[src/rtl/cdt_pkg.sv]
package cdt_pkg;
  localparam int SLOT_CTRL = 0;
  localparam int SLOT_LVT  = 1;
  localparam int SLOT_INIT = 2;
  localparam int SLOT_CUR  = 3;
  localparam int SLOT_DIV  = 4;

  localparam int LVT_MASK_BIT = 16;
  localparam int LVT_MODE_BIT = 17;
  localparam int DIV_HI_BIT   = 3;
endpackage

[src/rtl/cdt_regs.sv]
module cdt_regs
  import cdt_pkg::*;
#(
  parameter int ADDR_W = 8,
  parameter int DATA_W = 32,
  parameter int VEC_W  = 8,
  parameter int DIV_W  = 3
) (
  input  logic              clk_i,
  input  logic              rst_ni,
  input  logic              req_i,
  input  logic              we_i,
  input  logic [ADDR_W-1:0] addr_i,
  input  logic [DATA_W-1:0] wdata_i,
  input  logic [DATA_W-1:0] cur_i,
  output logic [DATA_W-1:0] rdata_o,
  output logic              en_o,
  output logic              mask_o,
  output logic              periodic_o,
  output logic [VEC_W-1:0]  vec_o,
  output logic [DATA_W-1:0] init_o,
  output logic [DIV_W-1:0]  div_code_o,
  output logic              load_o
);
  localparam int SLOT_W = ADDR_W - 4;

  logic [SLOT_W-1:0] slot;
  logic              wr;
  logic [DIV_W-2:0]  div_lo_q;
  logic              div_hi_q;

  assign slot   = addr_i[ADDR_W-1:4];
  assign wr     = req_i & we_i;
  assign load_o = wr && (slot == SLOT_W'(SLOT_INIT));
  assign div_code_o = {div_hi_q, div_lo_q};

  always_ff @(posedge clk_i or negedge rst_ni) begin
    if (!rst_ni) begin
      en_o       <= 1'b0;
      mask_o     <= 1'b0;
      periodic_o <= 1'b0;
      vec_o      <= '0;
      init_o     <= '0;
      div_lo_q   <= '0;
      div_hi_q   <= 1'b0;
    end else if (wr) begin
      case (slot)
        SLOT_W'(SLOT_CTRL): en_o <= wdata_i[0];
        SLOT_W'(SLOT_LVT): begin
          vec_o      <= wdata_i[VEC_W-1:0];
          mask_o     <= wdata_i[LVT_MASK_BIT];
          periodic_o <= wdata_i[LVT_MODE_BIT];
        end
        SLOT_W'(SLOT_INIT): init_o <= wdata_i;
        SLOT_W'(SLOT_DIV): begin
          div_lo_q <= wdata_i[DIV_W-2:0];
          div_hi_q <= wdata_i[DIV_HI_BIT];
        end
        default: ;
      endcase
    end
  end

  always_comb begin
    rdata_o = '0;
    if (req_i && !we_i) begin
      case (slot)
        SLOT_W'(SLOT_CTRL): rdata_o[0] = en_o;
        SLOT_W'(SLOT_LVT): begin
          rdata_o[VEC_W-1:0]   = vec_o;
          rdata_o[LVT_MASK_BIT] = mask_o;
          rdata_o[LVT_MODE_BIT] = periodic_o;
        end
        SLOT_W'(SLOT_INIT): rdata_o = init_o;
        SLOT_W'(SLOT_CUR):  rdata_o = cur_i;
        SLOT_W'(SLOT_DIV): begin
          rdata_o[DIV_W-2:0]  = div_lo_q;
          rdata_o[DIV_HI_BIT] = div_hi_q;
        end
        default: ;
      endcase
    end
  end

  assert_init_follows_write_R3: assert property (@(posedge clk_i) disable iff (!rst_ni)
    load_o |=> (init_o == $past(wdata_i)));
endmodule

[src/rtl/cdt_prescale.sv]
module cdt_prescale #(
  parameter int DIV_W = 3,
  parameter int PRE_W = (1 << DIV_W) - 1
) (
  input  logic             clk_i,
  input  logic             rst_ni,
  input  logic             clr_i,
  input  logic [DIV_W-1:0] code_i,
  output logic             tick_o
);
  localparam int FULL_W = PRE_W + 1;

  logic [DIV_W-1:0]  shift;
  logic [FULL_W-1:0] full;
  logic [PRE_W-1:0]  lim;
  logic [PRE_W-1:0]  pre_q;

  // rotated encoding: code+1 wraps, so code 7 -> shift 0 -> divide by 1
  assign shift  = code_i + DIV_W'(1);
  assign full   = FULL_W'(1) << shift;
  assign lim    = full[PRE_W-1:0] - PRE_W'(1);
  assign tick_o = (pre_q >= lim);

  always_ff @(posedge clk_i or negedge rst_ni) begin
    if (!rst_ni)              pre_q <= '0;
    else if (clr_i || tick_o) pre_q <= '0;
    else                      pre_q <= pre_q + PRE_W'(1);
  end

  assert_clear_restarts_R3: assert property (@(posedge clk_i) disable iff (!rst_ni)
    clr_i |=> (pre_q == '0));
endmodule

[src/rtl/cdt_count.sv]
module cdt_count #(
  parameter int W = 32
) (
  input  logic         clk_i,
  input  logic         rst_ni,
  input  logic         load_i,
  input  logic [W-1:0] load_val_i,
  input  logic [W-1:0] init_i,
  input  logic         tick_i,
  input  logic         periodic_i,
  output logic [W-1:0] cur_o,
  output logic         expire_o
);
  logic run_q;

  assign expire_o = !load_i && tick_i && run_q && (cur_o == W'(1));

  always_ff @(posedge clk_i or negedge rst_ni) begin
    if (!rst_ni) begin
      cur_o <= '0;
      run_q <= 1'b0;
    end else if (load_i) begin
      cur_o <= load_val_i;
      run_q <= (load_val_i != '0);
    end else if (tick_i && run_q) begin
      if (cur_o == W'(1)) begin
        cur_o <= periodic_i ? init_i : '0;
        run_q <= periodic_i;
      end else begin
        cur_o <= cur_o - W'(1);
      end
    end
  end

  assert_idle_zero_R4: assert property (@(posedge clk_i) disable iff (!rst_ni)
    !run_q |-> (cur_o == '0));

  assert_step_or_reload_R6: assert property (@(posedge clk_i) disable iff (!rst_ni)
    !load_i |=> (cur_o == $past(cur_o) || cur_o == $past(cur_o) - W'(1) || cur_o == $past(init_i)));

  assert_cur_le_init_R5: assert property (@(posedge clk_i) disable iff (!rst_ni)
    cur_o <= init_i);
endmodule

[src/rtl/cdt_timer.sv]
module cdt_timer #(
  parameter int ADDR_W = 8,
  parameter int DATA_W = 32,
  parameter int VEC_W  = 8,
  parameter int DIV_W  = 3
) (
  input  logic              clk_i,
  input  logic              rst_ni,
  input  logic              req_i,
  input  logic              we_i,
  input  logic [ADDR_W-1:0] addr_i,
  input  logic [DATA_W-1:0] wdata_i,
  output logic [DATA_W-1:0] rdata_o,
  output logic              irq_o,
  output logic [VEC_W-1:0]  irq_vec_o
);
  localparam int PRE_W = (1 << DIV_W) - 1;

  logic              en, mask, periodic, load, tick, expire;
  logic [VEC_W-1:0]  vec;
  logic [DATA_W-1:0] init, cur;
  logic [DIV_W-1:0]  div_code;

  cdt_regs #(.ADDR_W(ADDR_W), .DATA_W(DATA_W), .VEC_W(VEC_W), .DIV_W(DIV_W)) u_regs (
    .clk_i, .rst_ni, .req_i, .we_i, .addr_i, .wdata_i,
    .cur_i(cur), .rdata_o,
    .en_o(en), .mask_o(mask), .periodic_o(periodic), .vec_o(vec),
    .init_o(init), .div_code_o(div_code), .load_o(load)
  );

  cdt_prescale #(.DIV_W(DIV_W), .PRE_W(PRE_W)) u_pre (
    .clk_i, .rst_ni, .clr_i(load), .code_i(div_code), .tick_o(tick)
  );

  cdt_count #(.W(DATA_W)) u_cnt (
    .clk_i, .rst_ni, .load_i(load), .load_val_i(wdata_i), .init_i(init),
    .tick_i(tick), .periodic_i(periodic), .cur_o(cur), .expire_o(expire)
  );

  always_ff @(posedge clk_i or negedge rst_ni) begin
    if (!rst_ni) begin
      irq_o     <= 1'b0;
      irq_vec_o <= '0;
    end else begin
      irq_o <= expire && en && !mask;
      if (expire && en && !mask) irq_vec_o <= vec;
    end
  end

  assert_irq_unmasked_R8: assert property (@(posedge clk_i) disable iff (!rst_ni)
    irq_o |-> !$past(mask));

  assert_irq_enabled_R9: assert property (@(posedge clk_i) disable iff (!rst_ni)
    irq_o |-> $past(en));

  assert_irq_vec_match_R7: assert property (@(posedge clk_i) disable iff (!rst_ni)
    irq_o |-> (irq_vec_o == $past(vec)));
endmodule

[config.mk]
export PLATFORM = sky130hd
export DESIGN_NAME = cdt_timer
export DESIGN_NICKNAME = d
export VERILOG_FILES = /design/src/rtl/cdt_pkg.sv /design/src/rtl/cdt_regs.sv /design/src/rtl/cdt_prescale.sv /design/src/rtl/cdt_count.sv /design/src/rtl/cdt_timer.sv
export SDC_FILE = /design/constraint.sdc
export NUM_CORES = 1
export LEC_CHECK = 0
export BUFFER_PORTS_ARGS = -buffer_cell sky130_fd_sc_hd__buf_2
export CORE_ASPECT_RATIO = 0.7
export CORE_MARGIN = 2
export CORE_UTILIZATION = 40
export DETAILED_ROUTE_END_ITERATION = 10
export RECOVER_POWER = 25
export SETUP_SLACK_MARGIN = 0.4
export SLEW_MARGIN = 25
export SYNTH_ARGS = -nofsm -noshare
export SYNTH_HDL_FRONTEND = slang
export SYNTH_HIERARCHICAL = 1
export SYNTH_SLANG_ARGS = --single-unit
export TNS_END_PERCENT = 1
[constraint.sdc]
create_clock -name clk_i -period 4.53 [get_ports clk_i]
set_input_delay 0.2265 -clock clk_i [delete_from_list [all_inputs] [get_ports clk_i]]
set_output_delay 0.2265 -clock clk_i [all_outputs]
set_load 0.02 [all_outputs]
Word level (Yosys, flattened, before mapping)
Cells that the tools add are included.
{"block": "totals", "n_memories": 0, "latch_bits": 0, "reg_bits": 95, "ramBits": 0, "out_inout_bits": 41, "romBits": 0, "inputBits": 44, "wordCells": 62}
{"block": "classes", "n_eq_ne": 5, "n_lt_le_gt_ge": 1, "muxes": 17, "shifts": 1, "n_bitwise": 1, "mul": 0, "reduce_logical": 21, "n_div": 0, "add_sub_neg": 4}
{"op": "two-way mux 32 bit", "count": 5}
{"op": "equality test 32 x 1 -> 1 bit, second input constant", "count": 1}
{"op": "nonzero test 32 bit", "count": 1}
{"op": "subtractor 32 x 1 -> 32 bit, second input constant", "count": 1}
{"op": "case mux 14 bit (2 select lines)", "count": 1}
{"op": "case mux 8 bit (2 select lines)", "count": 1}
{"op": "case mux 4 bit (3 select lines)", "count": 1}
{"op": "AND reduction 2 bit", "count": 5}
{"op": "equality test 4 x 2 -> 1 bit, second input constant", "count": 2}
{"op": "logical AND 1 bit", "count": 8}
{"op": "case mux 1 bit (4 select lines)", "count": 2}
{"op": "adder 7 x 1 -> 7 bit, second input constant", "count": 1}
{"op": ">= comparator 7 bit", "count": 1}
{"op": "two-way mux 7 bit", "count": 1}
{"op": "<< shifter 1 x 3 -> 7 bit, first input constant", "count": 1}
{"op": "subtractor 7 x 1 -> 7 bit, second input constant", "count": 1}
{"op": "case mux 2 bit (3 select lines)", "count": 1}
{"op": "case mux 1 bit (5 select lines)", "count": 1}
{"op": "equality test 4 x 1 -> 1 bit, second input constant", "count": 1}
{"op": "equality test 4 x 3 -> 1 bit, second input constant", "count": 1}
{"op": "zero test 4 bit", "count": 1}
{"op": "nonzero test 2 bit", "count": 2}
{"op": "adder 3 x 1 -> 3 bit, second input constant", "count": 1}
{"op": "zero test 1 bit", "count": 3}
{"op": "other kinds (4)", "count": 6}

Longest topological paths before layout
{"block": "depth", "ltp_word": 9, "ltp_mapped": 17, "ltp_nobuf": 14}

By module
The synthesis kept the hierarchy.
{"mod": "cdt_count", "area_per_inst_um2": 2603.7, "n_inst": 1, "cells_each": 304, "seq_area_each_um2": 825.8}
{"mod": "cdt_regs", "area_per_inst_um2": 2497.4, "n_inst": 1, "cells_each": 208, "seq_area_each_um2": 1151.1}
{"mod": "cdt_prescale", "area_per_inst_um2": 594.3, "n_inst": 1, "cells_each": 67, "seq_area_each_um2": 175.2}
{"mod": "cdt_timer", "area_per_inst_um2": 339.1, "n_inst": 1, "cells_each": 19, "seq_area_each_um2": 225.2}

Least setup slack after synthesis
Ideal clock, no wire load.
{"block": "synth_path", "path_kind": "register to register", "startpoint": "register u_regs.div_hi_q", "endpoint": "register u_cnt.cur_o[23]", "synth_period_minus_slack_ps": 3547, "arrival_time_ps": 3464, "required_ps": 4447, "setup_ps": 83, "setup_slack_ps": 983, "stages_incl_launch_ff": 18, "path_buffers": 3, "path_cell_list": "dfrtp_1 buf_4 clkbuf_1 or3_1 ha_1 nand3b_1 a21oi_1 a31oi_1 ha_1 nand2_1 nor2_1 a21o_1 nand2_1 nor3b_2 nor4b_4 buf_2 a222oi_1 o21ai_0"}
{"block": "synth_via", "elab_chain_cells": 6}
{"element": "start: declaration", "line": "cdt_regs.sv:30", "text": "logic div_hi_q;"}
{"element": "start signal: assignment", "line": "cdt_regs.sv:57", "text": "div_hi_q <= wdata_i[DIV_HI_BIT];"}
{"element": "adder 3 x 1 -> 3 bit", "line": "cdt_prescale.sv:19", "text": "assign shift = code_i + DIV_W'(1);"}
{"element": "<< shifter 1 x 3 -> 7 bit", "line": "cdt_prescale.sv:20", "text": "assign full = FULL_W'(1) << shift;"}
{"element": "subtractor 7 x 1 -> 7 bit", "line": "cdt_prescale.sv:21", "text": "assign lim = full[PRE_W-1:0] - PRE_W'(1);"}
{"element": ">= comparator 7 bit", "line": "cdt_prescale.sv:22", "text": "assign tick_o = (pre_q >= lim);"}
{"element": "via tick", "line": "cdt_timer.sv:19", "text": "logic en, mask, periodic, load, tick, expire;"}
{"element": "logical AND 1 bit", "line": "cdt_count.sv:25", "text": "end else if (tick_i && run_q) begin"}
{"element": "nonzero test 2 bit (no line)"}
{"element": "end signal: assignment", "line": "cdt_count.sv:23", "text": "cur_o <= load_val_i;"}
{"element": "end signal: assignment", "line": "cdt_count.sv:27", "text": "cur_o <= periodic_i ? init_i : '0;"}
{"element": "end signal: assignment", "line": "cdt_count.sv:30", "text": "cur_o <= cur_o - W'(1);"}
{"element": "end: declaration", "line": "cdt_count.sv:11", "text": "output logic [W-1:0] cur_o,"}
The timed path passes the listed nets, and every way through them passes these cells.
A chain may end at the register's enable or synchronous reset.

Worst setup path in the final report
{"block": "layout_path", "startpoint": "register u_regs.div_lo_q[1]", "endpoint": "register u_cnt.cur_o[23]"}
{"block": "layout_via", "elab_chain_cells": 6}
{"element": "start: declaration", "line": "cdt_regs.sv:29", "text": "logic [DIV_W-2:0] div_lo_q;"}
{"element": "start signal: assignment", "line": "cdt_regs.sv:56", "text": "div_lo_q <= wdata_i[DIV_W-2:0];"}
{"element": "adder 3 x 1 -> 3 bit", "line": "cdt_prescale.sv:19"}
{"element": "<< shifter 1 x 3 -> 7 bit", "line": "cdt_prescale.sv:20"}
{"element": "subtractor 7 x 1 -> 7 bit", "line": "cdt_prescale.sv:21"}
{"element": ">= comparator 7 bit", "line": "cdt_prescale.sv:22"}
{"element": "via tick", "line": "cdt_timer.sv:19"}
{"element": "logical AND 1 bit", "line": "cdt_count.sv:25"}
{"element": "nonzero test 2 bit (no line)"}
The timed path passes the listed nets, and every way through them passes these cells.

==> results.cfg <==
[synthesis]
synthTopCellsByCount = 95 x dfrtp_1, 65 x mux2_2, 50 x nor2_1, 43 x a22oi_1, 41 x nand3_1
yosysMostFrequentCell = dfrtp_1
yosys.area.top_type_share_pct = 39.4
synth_cells = 598
syn_avg_cell_area_um2 = 10.1
synthTopCellsByArea = dfrtp_1 39%, mux2_2 12%, a22oi_1 5.3%
synth_edf_count = 0
synth_seq_cells = 95
synth-main-ff-cell = dfrtp_1
synth-seq-area-share_pct = 39.4
synthesis.nets = 653
yosys_warnings = 6
synthArstFlopShare_pct = 100
yosysUniqueCellTypes = 68
synth_top_cell_by_area = dfrtp_1
syn-cell-area_um2 = 6030

[final_layout]
syn2layout_area_growth_pct = 13.0
nets = 717
drive_above_1_share_pct = 29.1
antenna_cells = 0

[sta]
finalCritPeriodShare_pct = 85.5
fin_crit_ns = 3.87
rsz0062_at_grt = no
fin_worst_skew_ns = 0.00899
slew_headroom_pct = -82.5
setup_viol = 0
maxSlewViolCount = 49
worst_slew_pin_slew_ns = 2.74
fin_setup_tns_ns = 0
finalHoldViolCount = 0
timing.fmax_ghz = 0.258

[routing]
vias = 5169
dr.pass1.iters = 5
routed_via_density = 6.00
dr.first_iter.drc_count = 409
drc = 0
wire_per_inst_um = 20.1
wirelength_um = 17300
drtAntennaViolNets = 0

[hold_path]
hold_path_class = input port to flop
hold_start = wdata_i[22]
hold_path_end = u_regs/init_o[22]
min_delay_path_depth = 2

[critical_path]
r2r_start = u_regs/div_lo_q[1]
crit_required_ns = 4.79
crit_path_start_kind = flop
worstSetupPathType = flop to flop
slowest_stage = dfrtp_1
end_kind = flop
path_buf_inv = 2
path_cells = or3_1, ha_1, nand3b_1, a21oi_1, a31oi_1, ha_1, nand2_1, o21ai_2, a21o_1, nand2_1, nor3b_2, buf_4, nor4b_4, buf_4, a222oi_1, o21ai_0
r2r_end = u_cnt/cur_o[23]
cpPeakStageDelay_ns = 0.49
arrival_ns = 4.14
r2r_slack_ns = 0.66
cp_max_fo = 13
reg2regPathDepth = 16
cpLargestDelayFamily = simple AND/OR/NAND/NOR gates

[pwr]
pwr-share-seq_pct = 41.7
finalPower_mw = 3.42
p_sw_mw = 1.41
p_int_mw = 2.01
clock_power_share_pct = 21.6
switching_share_pct = 41.2
ir_drop_mv = 0.219
power.density_nw_per_um2 = 501
combPwrFrac_pct = 36.8
p_leak_nw = 2.95

[run_status]
violations = capacitance limit, slew limit
status = finished, violations left

[floorplan]
rows = 37
io_pins = 85
die_y_um = 107
initial_core_util_pct = 41.0
dieArea_um2 = 16100
coreArea_um2 = 14700
die_w_um = 151

[grt]
grt_pass1_vias = 5100
grt_max_degree = 49
grt_overflow = 0
grt_pass1_wl_um = 28000
grtUsageTotal_pct = 22.3
antenna_found_initial = 0

[clock_network]
clock-sinks = 95
htree_num_levels = 3
cts.path.max_buffers = 2
cts_tree = done
clk_latency_ns = 0.35
clkTransAtPathRegs_ns = 0.07
root_buffer = clkbuf_16
cts_made_buffers = 9
postCtsSetupRepairBufs = 0

[place]
dpl.hpwl_um = 12400
place.gp.congestion = 0.936
port_buffers = 80

[run]
cap_violations = 1
## final cells by class
cell class | count | area, um2
multi-input cells | 456 | 3400
fillers | 1452 | 7900
inverters | 7 | 26.3
clock buffers | 9 | 225
flip-flops and latches | 95 | 2380
repair buffers | 93 | 487
clock inverters | 7 | 56.3
well taps | 195 | 244
## state kept, by name, indices dropped and copies added (netlist names)
register	cells
u_regs/en_o	1
u_regs/mask_o	1
irq_vec_o	8
irq_o	1
u_cnt/cur_o	32
u_regs/init_o	32
u_regs/div_hi_q	1
u_cnt/run_q	1
u_pre/pre_q	7
u_regs/periodic_o	1
u_regs/vec_o	8
u_regs/div_lo_q	2
## routing by layer
metal,GRT usage (%),vias to the layer above,wire [um]
met5,0,-,0
met4,5.01,0,240
met1,33.9,2547,8420
met2,32.5,202,7400
li1,-,2391,-
met3,4.64,29,1270
## power groups by stage
stage	sequential [mW]	clock, mW	combinational, mW
after global placement	1.41	0	1.20
after global routing	1.47	0.781	1.39
final	1.42	0.737	1.26
after CTS	1.41	0.753	1.24
after detailed placement	1.43	0	1.23
after floorplan	1.27	0	1.04
## how the worst max path moves through the flow
stage                     cells after the start               start  slack, ns              end
after floorplan                              17     u_regs/div_hi_q       0.98  u_cnt/cur_o[23]
after global placement                       16  u_regs/div_lo_q[1]       0.84  u_cnt/cur_o[23]
after detailed placement                     14  u_regs/div_lo_q[1]       0.69     irq_vec_o[1]
after CTS                                    16  u_regs/div_lo_q[1]       0.67  u_cnt/cur_o[23]
after global routing                         16  u_regs/div_lo_q[1]       0.44  u_cnt/cur_o[23]
final                                        16  u_regs/div_lo_q[1]       0.66  u_cnt/cur_o[23]
## stage by stage
stage	worst slack [ns]	cells	hold WS (ns)	util [%]	area [um2]
after floorplan	0.983	598	-0.0691	-	6030
after global placement	0.845	845	0.294	44.4	6540
after detailed placement	0.687	845	0.303	44.4	6540
after CTS	0.672	862	0.135	46.4	6830
after global routing	0.444	862	0.138	46.3	6820
final	0.658	862	0.146	46.3	6820
## layout by cell type, fill, tap and decap left out, types with 3 or more instances in the layout
cell        count
a211o_1         4
a21oi_1        21
a21oi_2         4
a22o_1         12
a22oi_1        43
a31oi_1         3
and2_1          8
and4_1          3
buf_2          69
buf_4          12
clkbuf_1       11
clkbuf_16       9
clkinvlp_4      3
dfrtp_1        95
ha_1           11
inv_1           7
mux2_2         65
nand2_1        29
nand2b_1        4
nand3_1        41
nand3b_1        5
nand4_1         8
nor2_1         49
nor2b_1         3
nor3_1         14
nor4_1         17
nor4b_4         3
o21a_1          4
o21ai_0        11
o21ai_1         6
o21ai_2         3
or3_1           4
or4_1           7
or4_4           3
xnor2_1        15
xor2_1         12
## kinds of logic after synthesis
group / after synthesis / share of synthesized area, %
DFF: 95 / 39.4
buffers and inverters: 47 / 4.31
adders and majority gates: 11 / 2.28
muxes: 65 / 12.1
AOI/OAI and AO/OA: 131 / 15.5
xor gates and xnor gates: 27 / 3.92
and+or+nand+nor: 222 / 22.5
## worst register-to-register path: stages, from the launching register on
cell	delay (ns)
dfrtp_1	0.49
or3_1	0.41
ha_1	0.28
nand3b_1	0.18
a21oi_1	0.16
a31oi_1	0.08
ha_1	0.33
nand2_1	0.09
o21ai_2	0.23
a21o_1	0.21
nand2_1	0.20
nor3b_2	0.20
buf_4	0.21
nor4b_4	0.23
buf_4	0.28
a222oi_1	0.09
o21ai_0	0.10
## what timing repair did
item,CTS,global route
endpoints found under the setup margin,0,2
gates resized for setup,0,1
hold buffers,1,0
endpoints found under the hold margin,47,0
Note: power is estimated with default switching activity, not from simulation.
